File: config.mk
export PLATFORM = sky130hd
export DESIGN_NAME = i2c_host_regs
export DESIGN_NICKNAME = d
export VERILOG_FILES = /design/src/rtl/i2c_hr_pkg.sv /design/src/rtl/i2c_hr_cfg.sv /design/src/rtl/i2c_hr_cmd.sv /design/src/rtl/i2c_hr_stat.sv /design/src/rtl/i2c_host_regs.sv
export SDC_FILE = /design/constraint.sdc
export NUM_CORES = 1
export LEC_CHECK = 0
export ABC_AREA = 1
export BUFFER_PORTS_ARGS = -buffer_cell sky130_fd_sc_hd__buf_2
export CORE_ASPECT_RATIO = 1.2
export CORE_MARGIN = 5
export CORE_UTILIZATION = 46
export CTS_CLUSTER_DIAMETER = 80
export DETAILED_ROUTE_END_ITERATION = 6
export GPL_TIMING_DRIVEN = 0
export HOLD_SLACK_MARGIN = 0.08
export PLACE_DENSITY = 0.73
export REMOVE_ABC_BUFFERS = 1
export SYNTH_ARGS = -nofsm -noshare
export SYNTH_HDL_FRONTEND = slang
export SYNTH_SLANG_ARGS = --single-unit
File: constraint.sdc
create_clock -name clk_i -period 3.2 [get_ports clk_i]
set_clock_uncertainty 0.1 [all_clocks]
set_input_delay 0 -clock clk_i [delete_from_list [all_inputs] [get_ports clk_i]]
set_output_delay 0 -clock clk_i [all_outputs]
set_load 0.05 [all_outputs]
File: src/rtl/i2c_hr_pkg.sv
package i2c_hr_pkg;
  localparam int unsigned AW = 3;
  localparam int unsigned DW = 8;
  localparam int unsigned PW = 16;

  localparam logic [AW-1:0] OFS_PRE_LO = 3'd0;
  localparam logic [AW-1:0] OFS_PRE_HI = 3'd1;
  localparam logic [AW-1:0] OFS_CTRL   = 3'd2;
  localparam logic [AW-1:0] OFS_DATA   = 3'd3;
  localparam logic [AW-1:0] OFS_CMDST  = 3'd4;

  localparam int unsigned CTRL_EN  = 7;
  localparam int unsigned CTRL_IEN = 6;

  localparam int unsigned CMD_STA  = 7;
  localparam int unsigned CMD_WR   = 4;
  localparam int unsigned CMD_NACK = 3;
  localparam int unsigned CMD_IACK = 0;
  localparam int unsigned NOPS     = CMD_STA - CMD_WR + 1;

  typedef struct packed {
    logic       rxack;
    logic       busy;
    logic       al;
    logic [2:0] rsvd;
    logic       tip;
    logic       flag;
  } status_t;
endpackage

File: src/rtl/i2c_hr_cfg.sv
module i2c_hr_cfg #(
  parameter int unsigned DW = 8,
  parameter int unsigned PW = 16,
  parameter logic [PW-1:0] PRE_RST = '1,
  localparam int unsigned NB = PW / DW
) (
  input  logic          clk_i,
  input  logic          rst_ni,
  input  logic [NB-1:0] pre_we_i,
  input  logic          ctrl_we_i,
  input  logic          data_we_i,
  input  logic [DW-1:0] wdata_i,
  output logic [PW-1:0] prescale_o,
  output logic          en_o,
  output logic          ien_o,
  output logic [DW-1:0] txd_o
);
  logic en_q, ien_q;
  logic [DW-1:0] txd_q;

  for (genvar b = 0; b < NB; b++) begin : g_lane
    logic [DW-1:0] lane_q;
    always_ff @(posedge clk_i or negedge rst_ni) begin
      if (!rst_ni) lane_q <= PRE_RST[b*DW +: DW];
      else if (pre_we_i[b] && !en_q) lane_q <= wdata_i;
    end
    assign prescale_o[b*DW +: DW] = lane_q;
  end

  always_ff @(posedge clk_i or negedge rst_ni) begin
    if (!rst_ni) begin
      en_q  <= 1'b0;
      ien_q <= 1'b0;
      txd_q <= '0;
    end else begin
      if (ctrl_we_i) begin
        en_q  <= wdata_i[DW-1];
        ien_q <= wdata_i[DW-2];
      end
      if (data_we_i) txd_q <= wdata_i;
    end
  end

  assign en_o  = en_q;
  assign ien_o = ien_q;
  assign txd_o = txd_q;

  p_pre_locked_r3: assert property (@(posedge clk_i) disable iff (!rst_ni)
    (en_q && (|pre_we_i)) |=> $stable(prescale_o));
endmodule

File: src/rtl/i2c_hr_cmd.sv
module i2c_hr_cmd #(
  parameter int unsigned NOPS = 4
) (
  input  logic            clk_i,
  input  logic            rst_ni,
  input  logic            cmd_we_i,
  input  logic [NOPS-1:0] op_i,
  input  logic            nack_i,
  input  logic            done_i,
  input  logic            arb_i,
  output logic [NOPS-1:0] pulse_o,
  output logic            nack_o,
  output logic            tip_o
);
  logic nack_q, tip_q;

  for (genvar i = 0; i < NOPS; i++) begin : g_op
    logic p_q;
    always_ff @(posedge clk_i or negedge rst_ni) begin
      if (!rst_ni) p_q <= 1'b0;
      else         p_q <= cmd_we_i & op_i[i];
    end
    assign pulse_o[i] = p_q;

    p_pulse_one_r6: assert property (@(posedge clk_i) disable iff (!rst_ni)
      (p_q && !(cmd_we_i && op_i[i])) |=> !pulse_o[i]);
  end

  always_ff @(posedge clk_i or negedge rst_ni) begin
    if (!rst_ni) begin
      nack_q <= 1'b0;
      tip_q  <= 1'b0;
    end else begin
      if (cmd_we_i)    nack_q <= nack_i;
      else if (done_i) nack_q <= 1'b0;
      if (cmd_we_i && (|op_i))   tip_q <= 1'b1;
      else if (done_i || arb_i)  tip_q <= 1'b0;
    end
  end

  assign nack_o = nack_q;
  assign tip_o  = tip_q;

  p_nack_hold_r7: assert property (@(posedge clk_i) disable iff (!rst_ni)
    (!cmd_we_i && !done_i) |=> $stable(nack_o));
  p_tip_set_r8: assert property (@(posedge clk_i) disable iff (!rst_ni)
    (cmd_we_i && (|op_i)) |=> tip_o);
  p_tip_clr_r8: assert property (@(posedge clk_i) disable iff (!rst_ni)
    (!cmd_we_i && (done_i || arb_i)) |=> !tip_o);
endmodule

File: src/rtl/i2c_hr_stat.sv
module i2c_hr_stat #(
  parameter int unsigned DW = 8
) (
  input  logic          clk_i,
  input  logic          rst_ni,
  input  logic          cmd_we_i,
  input  logic          sta_i,
  input  logic          iack_i,
  input  logic          done_i,
  input  logic          arb_i,
  input  logic          busy_i,
  input  logic          rxack_i,
  input  logic [DW-1:0] rxd_i,
  output logic          flag_o,
  output logic          al_o,
  output logic          busy_o,
  output logic          rxack_o,
  output logic [DW-1:0] rxd_o
);
  logic flag_q, al_q, busy_q, rxack_q;
  logic [DW-1:0] rxd_q;

  always_ff @(posedge clk_i or negedge rst_ni) begin
    if (!rst_ni) begin
      flag_q  <= 1'b0;
      al_q    <= 1'b0;
      busy_q  <= 1'b0;
      rxack_q <= 1'b0;
      rxd_q   <= '0;
    end else begin
      // event sets win over host clears
      if (done_i || arb_i)          flag_q <= 1'b1;
      else if (cmd_we_i && iack_i)  flag_q <= 1'b0;
      if (arb_i)                    al_q <= 1'b1;
      else if (cmd_we_i && sta_i)   al_q <= 1'b0;
      busy_q <= busy_i;
      if (done_i) begin
        rxack_q <= rxack_i;
        rxd_q   <= rxd_i;
      end
    end
  end

  assign flag_o  = flag_q;
  assign al_o    = al_q;
  assign busy_o  = busy_q;
  assign rxack_o = rxack_q;
  assign rxd_o   = rxd_q;

  p_flag_set_r9: assert property (@(posedge clk_i) disable iff (!rst_ni)
    (done_i || arb_i) |=> flag_o);
  p_flag_clr_r9: assert property (@(posedge clk_i) disable iff (!rst_ni)
    (cmd_we_i && iack_i && !done_i && !arb_i) |=> !flag_o);
  p_al_set_r11: assert property (@(posedge clk_i) disable iff (!rst_ni)
    arb_i |=> al_o);
endmodule

File: src/rtl/i2c_host_regs.sv
module i2c_host_regs
  import i2c_hr_pkg::*;
#(
  parameter logic [PW-1:0] PRE_RST = 16'hFFFF
) (
  input  logic          clk_i,
  input  logic          rst_ni,
  input  logic          reg_we_i,
  input  logic [AW-1:0] reg_addr_i,
  input  logic [DW-1:0] reg_wdata_i,
  output logic [DW-1:0] reg_rdata_o,
  output logic          irq_o,
  output logic [PW-1:0] prescale_o,
  output logic          core_en_o,
  output logic          eng_start_o,
  output logic          eng_stop_o,
  output logic          eng_read_o,
  output logic          eng_write_o,
  output logic          eng_nack_o,
  output logic [DW-1:0] eng_txd_o,
  input  logic [DW-1:0] eng_rxd_i,
  input  logic          eng_rxack_i,
  input  logic          eng_arb_lost_i,
  input  logic          eng_busy_i,
  input  logic          eng_done_i
);
  localparam int unsigned NB = PW / DW;

  logic [NB-1:0]   pre_we;
  logic            ctrl_we, data_we, cmd_we;
  logic            ien;
  logic [NOPS-1:0] pulse;
  logic [DW-1:0]   rxd;
  status_t         st;

  assign pre_we[0] = reg_we_i && (reg_addr_i == OFS_PRE_LO);
  assign pre_we[1] = reg_we_i && (reg_addr_i == OFS_PRE_HI);
  assign ctrl_we   = reg_we_i && (reg_addr_i == OFS_CTRL);
  assign data_we   = reg_we_i && (reg_addr_i == OFS_DATA);
  assign cmd_we    = reg_we_i && (reg_addr_i == OFS_CMDST);

  i2c_hr_cfg #(.DW(DW), .PW(PW), .PRE_RST(PRE_RST)) u_cfg (
    .clk_i, .rst_ni,
    .pre_we_i  (pre_we),
    .ctrl_we_i (ctrl_we),
    .data_we_i (data_we),
    .wdata_i   (reg_wdata_i),
    .prescale_o,
    .en_o      (core_en_o),
    .ien_o     (ien),
    .txd_o     (eng_txd_o)
  );

  i2c_hr_cmd #(.NOPS(NOPS)) u_cmd (
    .clk_i, .rst_ni,
    .cmd_we_i (cmd_we),
    .op_i     (reg_wdata_i[CMD_STA:CMD_WR]),
    .nack_i   (reg_wdata_i[CMD_NACK]),
    .done_i   (eng_done_i),
    .arb_i    (eng_arb_lost_i),
    .pulse_o  (pulse),
    .nack_o   (eng_nack_o),
    .tip_o    (st.tip)
  );

  i2c_hr_stat #(.DW(DW)) u_stat (
    .clk_i, .rst_ni,
    .cmd_we_i (cmd_we),
    .sta_i    (reg_wdata_i[CMD_STA]),
    .iack_i   (reg_wdata_i[CMD_IACK]),
    .done_i   (eng_done_i),
    .arb_i    (eng_arb_lost_i),
    .busy_i   (eng_busy_i),
    .rxack_i  (eng_rxack_i),
    .rxd_i    (eng_rxd_i),
    .flag_o   (st.flag),
    .al_o     (st.al),
    .busy_o   (st.busy),
    .rxack_o  (st.rxack),
    .rxd_o    (rxd)
  );

  assign st.rsvd = '0;

  assign eng_start_o = pulse[3];
  assign eng_stop_o  = pulse[2];
  assign eng_read_o  = pulse[1];
  assign eng_write_o = pulse[0];

  assign irq_o = st.flag & ien;

  always_comb begin
    unique case (reg_addr_i)
      OFS_PRE_LO: reg_rdata_o = prescale_o[DW-1:0];
      OFS_PRE_HI: reg_rdata_o = prescale_o[PW-1:DW];
      OFS_CTRL:   reg_rdata_o = {core_en_o, ien, {(DW-2){1'b0}}};
      OFS_DATA:   reg_rdata_o = rxd;
      OFS_CMDST:  reg_rdata_o = st;
      default:    reg_rdata_o = '0;
    endcase
  end

  p_irq_gated_r10: assert property (@(posedge clk_i) disable iff (!rst_ni)
    irq_o |-> ien);
  p_start_follows_r6: assert property (@(posedge clk_i) disable iff (!rst_ni)
    (cmd_we && reg_wdata_i[CMD_STA]) |=> eng_start_o);
endmodule

# Yosys cells after proc, flatten, opt, wreduce, memory -nomap -nowiden

Index checks and enable logic that the tools add are counted.

Equal/unequal tests: 4
Muxes and demuxes: 9
Bitwise gates (word level): 5
Reduce and logical (&&, ||, !) cells: 18

Operators with widths:

| kind               | count |
|---|---|
| $pmux 8 s5         | 1 |
| $logic_and 1x1->1  | 10 |
| $mux 1             | 8 |
| $reduce_bool 2->1  | 4 |
| $eq 3x2->1 const B | 2 |
| $and 1x1->1        | 5 |
| $reduce_or 4->1    | 1 |
| $eq 3x1->1 const B | 1 |
| $eq 3x3->1 const B | 1 |
| $logic_not 3->1    | 1 |
| $logic_not 1->1    | 1 |
| $logic_or 1x1->1   | 1 |

Register bits after elaboration: 44
Input bits: 26
Output and inout port bits: 39
Logic and storage cells: 52

# Depth between registers and ports, before layout

Depth after elaboration: 5
Depth in mapped cells: 8
Gate-level depth less buffers: 6

# By module

A second synthesis with hierarchy kept.

Cells, all modules: 266
Area total of the unflattened synthesis: 2203.4 µm²

By module, submodules not included:

| module        | instances | cells each | area each (µm²) | sequential area each (µm²) |
|---|---|---|---|---|
| i2c_hr_cfg    | 1         | 110        | 1082.3          | 670.6 |
| i2c_hr_stat   | 1         | 49         | 471.7           | 300.3 |
| i2c_host_regs | 1         | 78         | 397.9           | 0.0 |
| i2c_hr_cmd    | 1         | 29         | 251.5           | 150.1 |

# Least setup slack after synthesis

Ideal clock, no wire load.

Path kind: reg-to-output
Start point: register u_cfg.g_lane[1].lane_q[5]
End point: output port reg_rdata_o[5]
Arrival time: 1.276 ns
Data required time: 3.100 ns
Path slack: 1.824 ns
Stages on the path, launching flop included: 5
Buffers on the path: 0
Path through: dfstp_2 -> inv_1 -> o21ai_0 -> inv_1 -> nand2_1

Cells in the longest elaborated chain, start to end: 1

RTL lines:

| what                   | RTL line            | text |
|---|---|---|
| start, declared        | i2c_hr_cfg.sv:22    | `logic [DW-1:0] lane_q;` |
| start signal, assigned | i2c_hr_cfg.sv:24    | `if (!rst_ni) lane_q <= PRE_RST[b*DW +: DW];` |
| start signal, assigned | i2c_hr_cfg.sv:25    | `else if (pre_we_i[b] && !en_q) lane_q <= wdata_i;` |
| $pmux 8 s5             | i2c_host_regs.sv:93 | `unique case (reg_addr_i)` |
| end, declared          | i2c_host_regs.sv:11 | `output logic [DW-1:0] reg_rdata_o,` |

No other way between the ends.

# Worst setup path in the final report

Start point: input port reg_addr_i[1]
End point: register u_stat.flag_q, in the netlist u_stat.flag_o

Cells in the longest elaborated chain, start to end: 4

RTL lines:

| what                               | RTL line            | text |
|---|---|---|
| start, declared                    | i2c_host_regs.sv:9  | `input logic [AW-1:0] reg_addr_i,` |
| $eq 3x3->1                         | i2c_host_regs.sv:40 | `assign cmd_we = reg_we_i && (reg_addr_i == OFS_CMDST);` |
| $logic_and 1x1->1                  | i2c_host_regs.sv:40 |  |
| $logic_and 1x1->1                  | i2c_hr_stat.sv:33   | `else if (cmd_we_i && iack_i) flag_q <= 1'b0;` |
| $reduce_bool 2->1 (no source line) | -                   |  |
| end signal, assigned               | i2c_hr_stat.sv:25   | `flag_q <= 1'b0;` |
| end signal, assigned               | i2c_hr_stat.sv:32   | `if (done_i \|\| arb_i) flag_q <= 1'b1;` |
| end signal, assigned               | i2c_hr_stat.sv:33   |  |
| end, declared                      | i2c_hr_stat.sv:20   | `logic flag_q, al_q, busy_q, rxack_q;` |

No other way between the ends.
A chain may end at the register's enable or synchronous reset.

==> metrics.txt <==
post-layout min period 2.418 ns; Slew HR 0.3456; Post-synth EDFFs 0; Gates resized, CTS repair 0; RSZ-0062 raised after global routing false; Crit-path slowest cell nor2_1; Data arrival, critical path 2.50 ns; Nets 382; slack of the worst reg-to-reg path 1.58 ns; post-detail-place hpwl 3.780 mm; post-synthesis sequential area ratio 0.5473; top-count cell post-synth nand2_1; CP Launch Type input port; antenna-violating nets left 0; CP Buf/Inv Count 3; gpl congestion 0.7939; Crit. End Element flip-flop; Final Hold Viols 0; vias in the first global route 2,107; Core Area 4294 um2; WL final 5.756 mm; Slew @ Worst Pin 0.9816 ns; Mapped Cells 253; synthesized area 2048 um2; Clock transition at path regs 0.08 ns; Cell Chain, Critical Path dlygate4sd3_1 > buf_2 > nor2_1 > nand3_1 > o21ai_1 > nand2_1 > dlygate4sd3_1; share of layout cells above drive strength 1 0.2941; count of cell types in the netlist 21; Area contributors post-synth dfrtp_1, dfstp_2, nand2_1; area of the multi-input gates 768.2 um2; PortBufs 64; Longest Clk Path Bufs 2; ant diodes 0; CP dominant cell by count dlygate4sd3_1; vias per cell 4.998; CTS root buffer clkbuf_8; FILL cells 386; crit path kind in2reg; Avg Cell Area, Syn 8.096 um2; crit share post-route 0.7556; leading area contributor after synthesis dfrtp_1; max-slew violations 0; largest net degree at the start of global routing 45; Synth Flop Type dfrtp_1; drt first pass iters 4; final setup TNS 0 ns; GRT Resource Usage Total 0.2106; Seq cells post-synth 44; Hold WC Path Type in2reg; antenna violations before repair 0; Max Cap Viol 0; via count 2,064; worst hold margin 0.1829 ns; CP required 3.28 ns; IO Pins 65; CTS tree built; Die Y-Extent 83.10 um; top cells by count, synth nand2_1, nand3_1, dfrtp_1; leak pwr 1.545 nW; Crit path largest cell delay 0.58 ns; die area 5893 um2; asr flop ratio synth 1.000; area grow syn2layout 40.93%; Detailed Route Iter0 Violations 161; Avg WL per Cell 13.94 um; Max VDD drop 0.0002741 V; Register Area 1121 um2; Power Dens Cells 561.3 nW/um2; die width 70.92 um; maximum clock rate 413.6 MHz; CTS Buf Count 5; Placed Area 2384 um2; # DRC 0; GRT overflow 0; worst-skew pair later-pin latency 0.29 ns; post-route cell area 2887 um2; # clock sinks 44; Crit Path Max Fanout 12; H-Tree Depth 2; status finished, final reports clean; Pwr Total 0.001620 W; row cnt 26; final setup vio count 0; Yosys warning count 0; Crit path max-delay family buffers and inverters; first-pass GRT wire length 10.06 mm; Yosys top cell area share 0.3421; Starting Density 0.4770; final core utilization 0.6722
-- tightest hold or removal path: stages --
cell,delay (ns)
buf_2,0.19
inv_1,0.23
nand2_1,0.08
nand2_1,0.05
-- final timing paths --
check                                                 startpoint                                    end  depth (start not counted)
setup / recovery                                   reg_addr_i[1]              u_stat.flag_o$_DFFE_PN0P_                          7
hold / removal                                        eng_done_i            u_stat.rxd_o[6]$_DFFE_PN0P_                          4
setup reg to reg                          u_cfg.en_o$_DFFE_PN0P_  u_cfg.g_lane[0].lane_q[4]$_DFFE_PN1P_                          4
hold reg to reg            u_cfg.g_lane[0].lane_q[3]$_DFFE_PN1P_  u_cfg.g_lane[0].lane_q[3]$_DFFE_PN1P_                          2
max in group asynchronous                                 rst_ni                 u_cfg.en_o$_DFFE_PN0P_                          2
min in group asynchronous                                 rst_ni            u_stat.rxd_o[4]$_DFFE_PN0P_                          2
-- power breakdown --
group	internal, W	switching, W	leakage, nW
Clock	0.000172	0.000183	0.0510
Combinational	0.000140	0.000412	0.979
Sequential	0.000659	0.0000541	0.515
Total	0.000972	0.000649	1.55
-- what timing repair did --
item,4_1_cts,5_1_grt
hold buffers,41,0
setup buffers,0,0
hold endpoints to repair,72,0
-- sequential cells by signal, summed over array words and instances, names as in the netlist --
name                 cells
u_cmd.g_op.p_q           4
u_cfg.txd_o              8
u_cfg.g_lane.lane_q     16
u_stat.rxack_o           1
u_cfg.ien_o              1
u_stat.al_o              1
u_cmd.tip_o              1
u_stat.flag_o            1
u_cmd.nack_o             1
u_stat.rxd_o             8
u_stat.busy_o            1
u_cfg.en_o               1
-- metal layers --
layer  wire length (um)  up-vias  track usage
li1                   -     1004            -
met1               2413      986       0.2772
met2               2895       64       0.3435
met3                338       10      0.03986
met4                108        0      0.07521
met5                  0        -            0
-- cells in the final DEF (no fill, tap or decap), types with 6 or more instances in the layout --
master / instances
nand2_1: 98
clkbuf_8: 6
dfstp_2: 16
o21ai_0: 7
nor2_1: 9
buf_2: 64
inv_1: 21
o21ai_1: 14
dlygate4sd3_1: 41
nand3_1: 30
dfrtp_1: 28
-- cells by family (layout without fill, tap and decap cells) --
| group | Yosys count | after routing | share of synthesized area |
|---|---|---|---|
| AO/OA/AOI/OAI | 25 | 25 | 0.06842 |
| AND/OR/NAND/NOR | 148 | 148 | 0.3067 |
| flip-flops | 44 | 44 | 0.5473 |
| buffers and inverters | 36 | 140 | 0.07757 |
-- cell type report --
| type | count | share of cell area |
|---|---|---|
| Multi-Input combinational cell | 173 | 0.2661 |
| Clock inverter | 2 | 0.003468 |
| Sequential cell | 44 | 0.3884 |
| Clock buffer | 6 | 0.02861 |
| Tap cell | 56 | 0.02427 |
| Inverter | 27 | 0.03598 |
| Timing Repair Buffer | 105 | 0.2531 |
-- per-stage QoR --
stage	instances	setup slack, ns
2_1_floorplan	244	1.630
3_3_place_gp	364	1.585
3_5_place_dp	364	1.592
4_1_cts	413	0.8125
5_1_grt	413	0.5349
6_report	413	0.7820
Note: power is estimated with default switching activity, not from simulation.
